$ cat src/rtl/pwb_tx_pkg.sv
package pwb_tx_pkg;
   timeunit 1ns;
   timeprecision 1ps;

   // bit phases, in the order they occur on the line
   typedef enum logic [2:0] {
      PH_IDLE   = 3'd0,
      PH_HIGH   = 3'd1,
      PH_LOW    = 3'd2,
      PH_REHIGH = 3'd3,
      PH_DONE   = 3'd4
   } phase_e;

   function automatic logic phase_drives(input phase_e ph);
      return (ph == PH_HIGH) || (ph == PH_LOW) || (ph == PH_REHIGH);
   endfunction

endpackage

$ cat src/rtl/pwb_unit_src.sv
module pwb_unit_src #(
   parameter int unsigned UNIT_W       = 8,
   parameter int unsigned FIXED_UNIT   = 16,
   parameter bit          RUNTIME_UNIT = 1'b0
) (
   input  logic              clk,
   input  logic              rst_n,
   input  logic              load,
   input  logic              busy,
   input  logic [UNIT_W-1:0] unit_cfg,
   output logic [UNIT_W-1:0] unit_len
);
   timeunit 1ns;
   timeprecision 1ps;

   localparam logic [UNIT_W-1:0] FIXED_LEN = UNIT_W'(FIXED_UNIT);
   localparam logic [UNIT_W-1:0] ONE       = UNIT_W'(1);

   generate
      if (RUNTIME_UNIT) begin : g_runtime
         logic [UNIT_W-1:0] unit_q;

         always_ff @(posedge clk) begin
            if (!rst_n) begin
               unit_q <= ONE;
            end else if (load) begin
               unit_q <= (unit_cfg == '0) ? ONE : unit_cfg;
            end
         end

         assign unit_len = unit_q;

         // the unit taken at start stays fixed for the whole bit
         assert_unit_held_R8: assert property (@(posedge clk) disable iff (!rst_n)
            ($past(busy) && busy) |-> $stable(unit_q));

         // a zero unit never reaches the timer
         assert_unit_nonzero_R9: assert property (@(posedge clk) disable iff (!rst_n)
            unit_q != '0);
      end else begin : g_fixed
         logic unused_src;
         assign unused_src = ^{unit_cfg, load, busy, clk, rst_n};
         assign unit_len   = FIXED_LEN;
      end
   endgenerate

endmodule

$ cat src/rtl/pwb_unit_timer.sv
module pwb_unit_timer #(
   parameter int unsigned UNIT_W = 8
) (
   input  logic              clk,
   input  logic              rst_n,
   input  logic              restart,
   input  logic              run,
   input  logic [UNIT_W-1:0] unit_len,
   output logic              tick
);
   timeunit 1ns;
   timeprecision 1ps;

   logic [UNIT_W-1:0] cyc_q;
   logic [UNIT_W-1:0] last_cyc;

   assign last_cyc = unit_len - UNIT_W'(1);
   assign tick     = run && (cyc_q == last_cyc);

   always_ff @(posedge clk) begin
      if (!rst_n) begin
         cyc_q <= '0;
      end else if (restart) begin
         cyc_q <= '0;
      end else if (run) begin
         cyc_q <= tick ? '0 : cyc_q + UNIT_W'(1);
      end
   end

   // the cycle counter stays inside one unit while running
   assert_cyc_in_unit_R2: assert property (@(posedge clk) disable iff (!rst_n)
      run |-> (cyc_q < unit_len));

endmodule

$ cat src/rtl/pwb_phase_seq.sv
module pwb_phase_seq
   import pwb_tx_pkg::*;
#(
   parameter int unsigned MULT_N = 4
) (
   input  logic   clk,
   input  logic   rst_n,
   input  logic   start,
   input  logic   bit_in,
   input  logic   tick,
   output logic   accept,
   output phase_e phase
);
   timeunit 1ns;
   timeprecision 1ps;

   localparam int unsigned     MW     = $clog2(MULT_N + 1);
   localparam logic [MW-1:0]   LONG_L = MW'(MULT_N - 1);

   phase_e        phase_q;
   logic          bit_q;
   logic [MW-1:0] units_q;
   logic [MW-1:0] high_last;
   logic [MW-1:0] low_last;

   assign accept    = start && (phase_q == PH_IDLE);
   assign high_last = bit_q ? LONG_L : '0;
   assign low_last  = bit_q ? '0 : LONG_L;
   assign phase     = phase_q;

   always_ff @(posedge clk) begin
      if (!rst_n) begin
         phase_q <= PH_IDLE;
         bit_q   <= 1'b0;
         units_q <= '0;
      end else begin
         unique case (phase_q)
            PH_IDLE: begin
               if (accept) begin
                  phase_q <= PH_HIGH;
                  bit_q   <= bit_in;
                  units_q <= '0;
               end
            end
            PH_HIGH: begin
               if (tick) begin
                  if (units_q == high_last) begin
                     phase_q <= PH_LOW;
                     units_q <= '0;
                  end else begin
                     units_q <= units_q + MW'(1);
                  end
               end
            end
            PH_LOW: begin
               if (tick) begin
                  if (units_q == low_last) begin
                     phase_q <= PH_REHIGH;
                     units_q <= '0;
                  end else begin
                     units_q <= units_q + MW'(1);
                  end
               end
            end
            PH_REHIGH: phase_q <= PH_DONE;
            PH_DONE:   phase_q <= PH_IDLE;
            default:   phase_q <= PH_IDLE;
         endcase
      end
   end

   // the bit value in flight cannot be replaced by a later start
   assert_bit_held_R6: assert property (@(posedge clk) disable iff (!rst_n)
      ($past(phase_q) != PH_IDLE) |-> $stable(bit_q));

   // unit count never passes the long interval
   assert_units_bounded_R3: assert property (@(posedge clk) disable iff (!rst_n)
      units_q <= LONG_L);

endmodule

$ cat src/rtl/pwb_tx.sv
module pwb_tx
   import pwb_tx_pkg::*;
#(
   parameter int unsigned UNIT_W       = 8,
   parameter int unsigned MULT_N       = 4,
   parameter int unsigned FIXED_UNIT   = 16,
   parameter bit          RUNTIME_UNIT = 1'b0
) (
   input  logic              clk,
   input  logic              rst_n,
   input  logic              start_i,
   input  logic              bit_i,
   input  logic [UNIT_W-1:0] unit_cfg_i,
   output logic              line_o,
   output logic              line_oe_o,
   output logic              done_o
);
   timeunit 1ns;
   timeprecision 1ps;

   generate
      if (MULT_N < 2) begin : g_bad_mult
         $error("pwb_tx: MULT_N must be at least 2");
      end
      if (FIXED_UNIT < 1) begin : g_bad_unit
         $error("pwb_tx: FIXED_UNIT must be at least 1");
      end
      if (FIXED_UNIT >= (64'd1 << UNIT_W)) begin : g_unit_wide
         $error("pwb_tx: FIXED_UNIT does not fit in UNIT_W bits");
      end
   endgenerate

   phase_e            phase;
   logic              accept;
   logic              tick;
   logic              run;
   logic              busy;
   logic [UNIT_W-1:0] unit_len;

   assign run  = (phase == PH_HIGH) || (phase == PH_LOW);
   assign busy = (phase != PH_IDLE);

   pwb_unit_src #(
      .UNIT_W       (UNIT_W),
      .FIXED_UNIT   (FIXED_UNIT),
      .RUNTIME_UNIT (RUNTIME_UNIT)
   ) u_src (
      .clk      (clk),
      .rst_n    (rst_n),
      .load     (accept),
      .busy     (busy),
      .unit_cfg (unit_cfg_i),
      .unit_len (unit_len)
   );

   pwb_unit_timer #(
      .UNIT_W (UNIT_W)
   ) u_timer (
      .clk      (clk),
      .rst_n    (rst_n),
      .restart  (accept),
      .run      (run),
      .unit_len (unit_len),
      .tick     (tick)
   );

   pwb_phase_seq #(
      .MULT_N (MULT_N)
   ) u_seq (
      .clk    (clk),
      .rst_n  (rst_n),
      .start  (start_i),
      .bit_in (bit_i),
      .tick   (tick),
      .accept (accept),
      .phase  (phase)
   );

   assign line_oe_o = phase_drives(phase);
   assign line_o    = (phase != PH_LOW);
   assign done_o    = (phase == PH_DONE);

   // never pull the line low while released
   assert_low_needs_drive_R10: assert property (@(posedge clk) disable iff (!rst_n)
      !line_o |-> line_oe_o);

   // completion coincides with the enable falling
   assert_done_on_release_R5: assert property (@(posedge clk) disable iff (!rst_n)
      done_o |-> (!line_oe_o && $past(line_oe_o)));

   // a driven rise of the line is the last driven cycle, then completion
   assert_rehigh_then_done_R4: assert property (@(posedge clk) disable iff (!rst_n)
      (line_oe_o && $rose(line_o)) |=> (done_o && !line_oe_o));

endmodule

$ cat config.mk
export PLATFORM = sky130hd
export DESIGN_NAME = pwb_tx
export DESIGN_NICKNAME = d
export VERILOG_FILES = /design/src/rtl/pwb_tx_pkg.sv /design/src/rtl/pwb_unit_src.sv /design/src/rtl/pwb_unit_timer.sv /design/src/rtl/pwb_phase_seq.sv /design/src/rtl/pwb_tx.sv
export SDC_FILE = /design/constraint.sdc
export NUM_CORES = 1
export LEC_CHECK = 0
export BUFFER_PORTS_ARGS = -buffer_cell sky130_fd_sc_hd__buf_2
export CORE_UTILIZATION = 51
export DETAILED_ROUTE_END_ITERATION = 8
export PLACE_DENSITY_LB_ADDON = 0.2
export SYNTH_ARGS = -nofsm -noshare
export SYNTH_HDL_FRONTEND = slang
export SYNTH_HIERARCHICAL = 1
export SYNTH_SLANG_ARGS = --single-unit
$ cat constraint.sdc
create_clock -name clk -period 2.4 [get_ports clk]
set_input_delay 0 -clock clk [delete_from_list [all_inputs] [get_ports clk]]
set_output_delay 0 -clock clk [all_outputs]
set_load 0.02 [all_outputs]
Yosys cells after proc, flatten, opt, wreduce, memory -nomap -nowiden
Index checks and enable logic that the tools add are counted.
{"block": "word_totals", "output_inout_bits": 3, "word_cells": 45, "mem_bits_rw": 0, "latchBits": 0, "n_memories": 0, "romBits": 0, "register_bits": 15, "inputBits": 12}
{"block": "op_classes", "n_bitwise": 1, "multipliers": 0, "reduce_logical": 10, "addsub": 2, "n_lt_le_gt_ge": 0, "n_div": 0, "n_eq_ne": 13, "shifts": 0, "mux": 15}
{"cell": "3-bit 2-to-1 mux", "n": 10}
{"cell": "3-bit case mux with 4 select lines", "n": 1}
{"cell": "3-bit case mux with 3 select lines", "n": 1}
{"cell": "8-bit by 1-bit adder with 8-bit output, second input constant", "n": 1}
{"cell": "8-bit by 4-bit equality test with 1-bit output, second input constant", "n": 1}
{"cell": "8-bit 2-to-1 mux", "n": 1}
{"cell": "2-bit by 1-bit != test with 1-bit output, second input constant", "n": 4}
{"cell": "3-bit by 2-bit equality test with 1-bit output, second input constant", "n": 2}
{"cell": "3-bit equality test", "n": 2}
{"cell": "5-bit AND reduction", "n": 1}
{"cell": "2-bit 2-to-1 mux", "n": 2}
{"cell": "4-bit AND reduction", "n": 1}
{"cell": "3-bit by 1-bit adder with 3-bit output, second input constant", "n": 1}
{"cell": "3-bit by 1-bit equality test with 1-bit output, second input constant", "n": 1}
{"cell": "3-bit equality test, second input constant", "n": 1}
{"cell": "3-bit zero test", "n": 1}
{"cell": "3-bit by 2-bit != test with 1-bit output, second input constant", "n": 1}
{"cell": "3-bit nonzero test", "n": 1}
{"cell": "1-bit logical AND", "n": 2}
{"cell": "1-bit logical OR", "n": 2}
{"cell": "2-bit != test, second input constant", "n": 1}
{"cell": "2-bit AND reduction", "n": 1}
{"cell": "2-bit OR reduction", "n": 1}
{"cell": "1-bit inverter", "n": 1}

Logic depth before layout (Yosys ltp)
{"block": "depth", "word_depth": 5, "depth_mapped": 12, "ltp_nobuf": 10}

Modules after synthesis
The synthesis kept the hierarchy.
{"module": "pwb_unit_timer", "seq_area_each_um2": 160.2, "area_per_inst_um2": 644.4, "cells_each": 77, "instances": 1}
{"module": "pwb_phase_seq", "seq_area_each_um2": 140.1, "area_per_inst_um2": 432.9, "cells_each": 45, "instances": 1}
{"module": "pwb_unit_src", "seq_area_each_um2": 0.0, "area_per_inst_um2": 67.6, "cells_each": 10, "instances": 1}
{"module": "pwb_tx", "seq_area_each_um2": 0.0, "area_per_inst_um2": 41.3, "cells_each": 7, "instances": 1}

Worst setup path before layout
OpenSTA, ideal clock, no wires.
{"block": "synth_timing", "path_kind": "register to register", "start": "register u_seq.phase_q[0], in the netlist u_seq/phase[0]", "end": "register u_seq.units_q[1]", "synth_period_minus_slack_ns": 2.365, "setup_slack_ns": 0.035, "path_stages_with_launch": 9, "path_buffers": 0, "arrival_ns": 2.296, "required_ns": 2.330, "setup_ns": 0.070, "cell_sequence": "dfxtp_1 > xnor2_1 > nor2_1 > o2111ai_1 > a211oi_4 > and2b_2 > mux2i_1 > or4b_1 > a21oi_1"}
{"block": "synth_via", "elab_chain_cells": 5, "elab_cells_between_ends": 12, "classes_between": "5 x eq/ne; 1 x mux; 6 x reduce/logical"}
{"item": "from (decl)", "line": "pwb_phase_seq.sv:20", "source": "phase_e phase_q;"}
{"item": "from (signal assigned)", "line": "pwb_phase_seq.sv:33", "source": "phase_q <= PH_IDLE;"}
{"item": "from (signal assigned)", "line": "pwb_phase_seq.sv:40", "source": "phase_q <= PH_HIGH;"}
{"item": "from (signal assigned)", "line": "pwb_phase_seq.sv:48", "source": "phase_q <= PH_LOW;"}
{"item": "3-bit by 1-bit equality test with 1-bit output or 3-bit by 2-bit equality test with 1-bit output (tied branches)", "line": "pwb_tx.sv:40", "source": "assign run = (phase == PH_HIGH) || (phase == PH_LOW);"}
{"item": "1-bit logical OR *", "line": "pwb_tx.sv:40"}
{"item": "via run", "line": "pwb_tx.sv:36", "source": "logic run;"}
{"item": "1-bit logical AND *", "line": "pwb_unit_timer.sv:18", "source": "assign tick = run && (cyc_q == last_cyc);"}
{"item": "via tick", "line": "pwb_tx.sv:35", "source": "logic tick;"}
{"item": "2-bit by 1-bit != test with 1-bit output (no line)"}
{"item": "4-bit AND reduction (no line) *"}
{"item": "to (signal assigned)", "line": "pwb_phase_seq.sv:51", "source": "units_q <= units_q + MW'(1);"}
{"item": "to (signal assigned)", "line": "pwb_phase_seq.sv:61", "source": "units_q <= units_q + MW'(1);"}
{"item": "to (decl)", "line": "pwb_phase_seq.sv:22", "source": "logic [MW-1:0] units_q;"}
Mark *: on every way through the listed nets, which the timed path passes. The rest lies on a longest branch.
A chain may end at the register's enable or synchronous reset.

Worst setup path after layout
{"block": "layout_timing", "start": "register u_timer.cyc_q[3]", "end": "register u_seq.units_q[1]"}
{"block": "layout_via", "elab_chain_cells": 4, "elab_cells_between_ends": 5, "classes_between": "3 x eq/ne; 2 x reduce/logical"}
{"item": "from (decl)", "line": "pwb_unit_timer.sv:14", "source": "logic [UNIT_W-1:0] cyc_q;"}
{"item": "from (signal assigned)", "line": "pwb_unit_timer.sv:26", "source": "cyc_q <= tick ? '0 : cyc_q + UNIT_W'(1);"}
{"item": "8-bit by 4-bit equality test with 1-bit output *", "line": "pwb_unit_timer.sv:18"}
{"item": "1-bit logical AND *", "line": "pwb_unit_timer.sv:18"}
{"item": "via tick", "line": "pwb_tx.sv:35"}
{"item": "2-bit by 1-bit != test with 1-bit output (no line)"}
{"item": "4-bit AND reduction (no line) *"}
Marked as above.

==> metrics.md <==
| Metric | Value |
|---|---|
| Hold path depth | 3 |
| H-tree depth | 1 |
| Clock share of power | 29.7% |
| Status | finished, final reports clean |
| Residual DRC count | 0 |
| WP buf/inv | 0 |
| Fmax | 445 MHz |
| Row count | 17 |
| Vias | 985 |
| Max Cap Viol | 0 |
| Net count, final | 165 |
| Final wirelength | 2.20 mm |
| Period minus WS final | 2.25 ns |
| Crit-path cells | xor2_1, xnor2_1, o2111ai_1, a211oi_4, and2b_2, mux2i_1, or4b_1, a21oi_1 |
| Comb pwr share | 17.9% |
| Sequential cell area | 300 µm² |
| Ys Warns | 6 |
| Multi-input gate area | 796 µm² |
| Worst reg2reg setup slack | 0.15 ns |
| CP peak stage delay | 0.53 ns |
| Worst slack at placement | 0.0777 ns |
| Layout cell share with drive strength beyond 1 | 16.8% |
| Largest delay share family, worst path | simple AND/OR/NAND/NOR gates |
| Max stage delay cell, worst path | or4b_1 |
| Capture point of the worst reg-to-reg path | u_seq/units_q[1] |
| Most common cell after layout, fill and taps aside | dfxtp_1 |
| P per Cell Area | 388 nW/µm² |
| Clock Latency Late Sink | 0.28 ns |
| Total grt overflow | 0 |
| Hold path startpoint | rst_n |
| Setup tns final | 0 ns |
| Fin util | 57.6% |
| CP required | 2.62 ns |
| Final hold vios | 0 |
| # setup viols final | 0 |
| Clk buf depth | 2 |
| Most frequent cells in the layout | 15 x dfxtp_1, 12 x nor3_1, 9 x nor2_1, 9 x xnor2_1 |
| Final slew viol count | 0 |
| Switching power | 0.135 mW |
| Final setup margin | 0.153 ns |
| Gp weighted congestion | 0.778 |
| Clock skew | 0.00922 ns |
| Maximum VDD drop | 259 µV |
| Synthesized area | 1180 µm² |
| Clock Pin Slew Worst Setup and Hold Paths | 0.10 ns |
| Fill cells | 204 |
| Seq pwr share | 52.4% |
| Die Area | 2510 µm² |
| Hold Path Class | input pin to register |
| Inserted Diodes | 0 |
| Syn-to-layout area delta | 6.89% |
| Internal | 0.355 mW |
| CTS Root Cell | clkbuf_4 |
| CTS tree | done |
| Switching Fraction | 27.5% |
| PortBufs | 6 |
| Clock Sinks | 15 |
| Min-Delay Endpoint | u_seq/units_q[2] |
| Worst-path fanout max | 4 |
| Core area | 2190 µm² |
| Largest net degree at the start of global routing | 14 |
| CTS resizes | 0 |
| Drt first pass iters | 4 |
| Crit path kind | register to register |
| Die W | 50.1 µm |
| All-Layer GR Usage | 20.3% |
| Wire length per cell | 12.4 µm |
| CP Capture Type | register |
| Worst r2r src | u_timer/cyc_q[3] |
| Final worst-path cycle share | 93.6% |
| Pleak | 0.496 nW |
| Antenna-violating nets left | 0 |
| Unrepaired setup endpoints after global routing | no |
| Drt first-iter violations | 25 |
| Worst EP arrival | 2.47 ns |
| Post-Syn Instances | 138 |
| Starting Density | 53.9% |
| Chip height | 50.1 µm |
| Num CTS Buffers | 3 |
| Vias in the first global route | 934 |
| Initial antenna violation count | 0 |
| HPWL after detailed placement | 1.62 mm |
| CP Launch Type | register |
| First-pass GRT wire length | 3.89 mm |
| IO Pins | 15 |
| FF-to-FF path depth | 8 |
| Syn_area_per_cell | 8.55 µm² |
| Via/cell ratio | 5.56 |
## area by class of cell
| type | count | share of cell area (%) |
|---|---|---|
| Clock buffer | 4 | 2.08 |
| Inverter | 3 | 0.893 |
| Multi-Input combinational cell | 113 | 63.1 |
| Sequential cell | 15 | 23.8 |
| Tap cell | 28 | 2.78 |
| Timing Repair Buffer | 14 | 7.34 |
## power by group through the flow
stage	sequential (mW)	clock [mW]	combinational (mW)
4_1_cts	0.257	0.151	0.0840
3_3_place_gp	0.262	0	0.0808
5_1_grt	0.257	0.161	0.0989
3_5_place_dp	0.262	0	0.0826
2_1_floorplan	0.262	0	0.0786
6_report	0.256	0.145	0.0879
## flip-flops by register name (all words and copies together) (netlist names)
register,flops
u_seq/units_q,3
u_seq/phase,3
u_timer/cyc_q,8
u_seq/bit_q,1
## worst min-delay path, stage by stage
cell	delay (ns)
buf_2	0.14
nand3b_1	0.08
o21ai_0	0.06
## worst max-delay path by stage
stage | from | end | slack, ns | cells past startpoint
after global placement | u_timer/cyc_q[3] | u_seq/units_q[1] | 0.15 | 8
after detailed placement | u_timer/cyc_q[3] | u_seq/units_q[1] | 0.08 | 8
final | u_timer/cyc_q[3] | u_seq/units_q[1] | 0.15 | 8
after CTS | u_timer/cyc_q[3] | u_seq/units_q[1] | 0.06 | 8
after global routing | u_timer/cyc_q[3] | u_seq/units_q[1] | 0.007 | 8
after floorplan | u_seq/phase[0] | u_seq/units_q[1] | 0.05 | 8
## routing by layer
metal  vias up  share of wire [%]  track usage [%]
met4         0                1.5             9.52
li1        508                  -                -
met2        18                 48             35.1
met5         -                  0                0
met3         6                2.2             3.09
met1       453                 48             24.0
## repair_timing
item                                    CTS  global route
setup buffers                             0             2
endpoints found under the hold margin     1             0
endpoints found under the setup margin    0             1
hold buffers                              1             0
## through the flow
stage                     hold WS [ns]  cells  instance area, µm²  power (mW)
after floorplan                  0.147    144                1200       0.341
after global placement           0.243    170                1210       0.343
after detailed placement         0.257    170                1210       0.345
after CTS                       0.0231    175                1250       0.491
after global routing            0.0422    177                1260       0.517
final                           0.0351    177                1260       0.490
No activity file was read; power rests on OpenSTA's default activity.
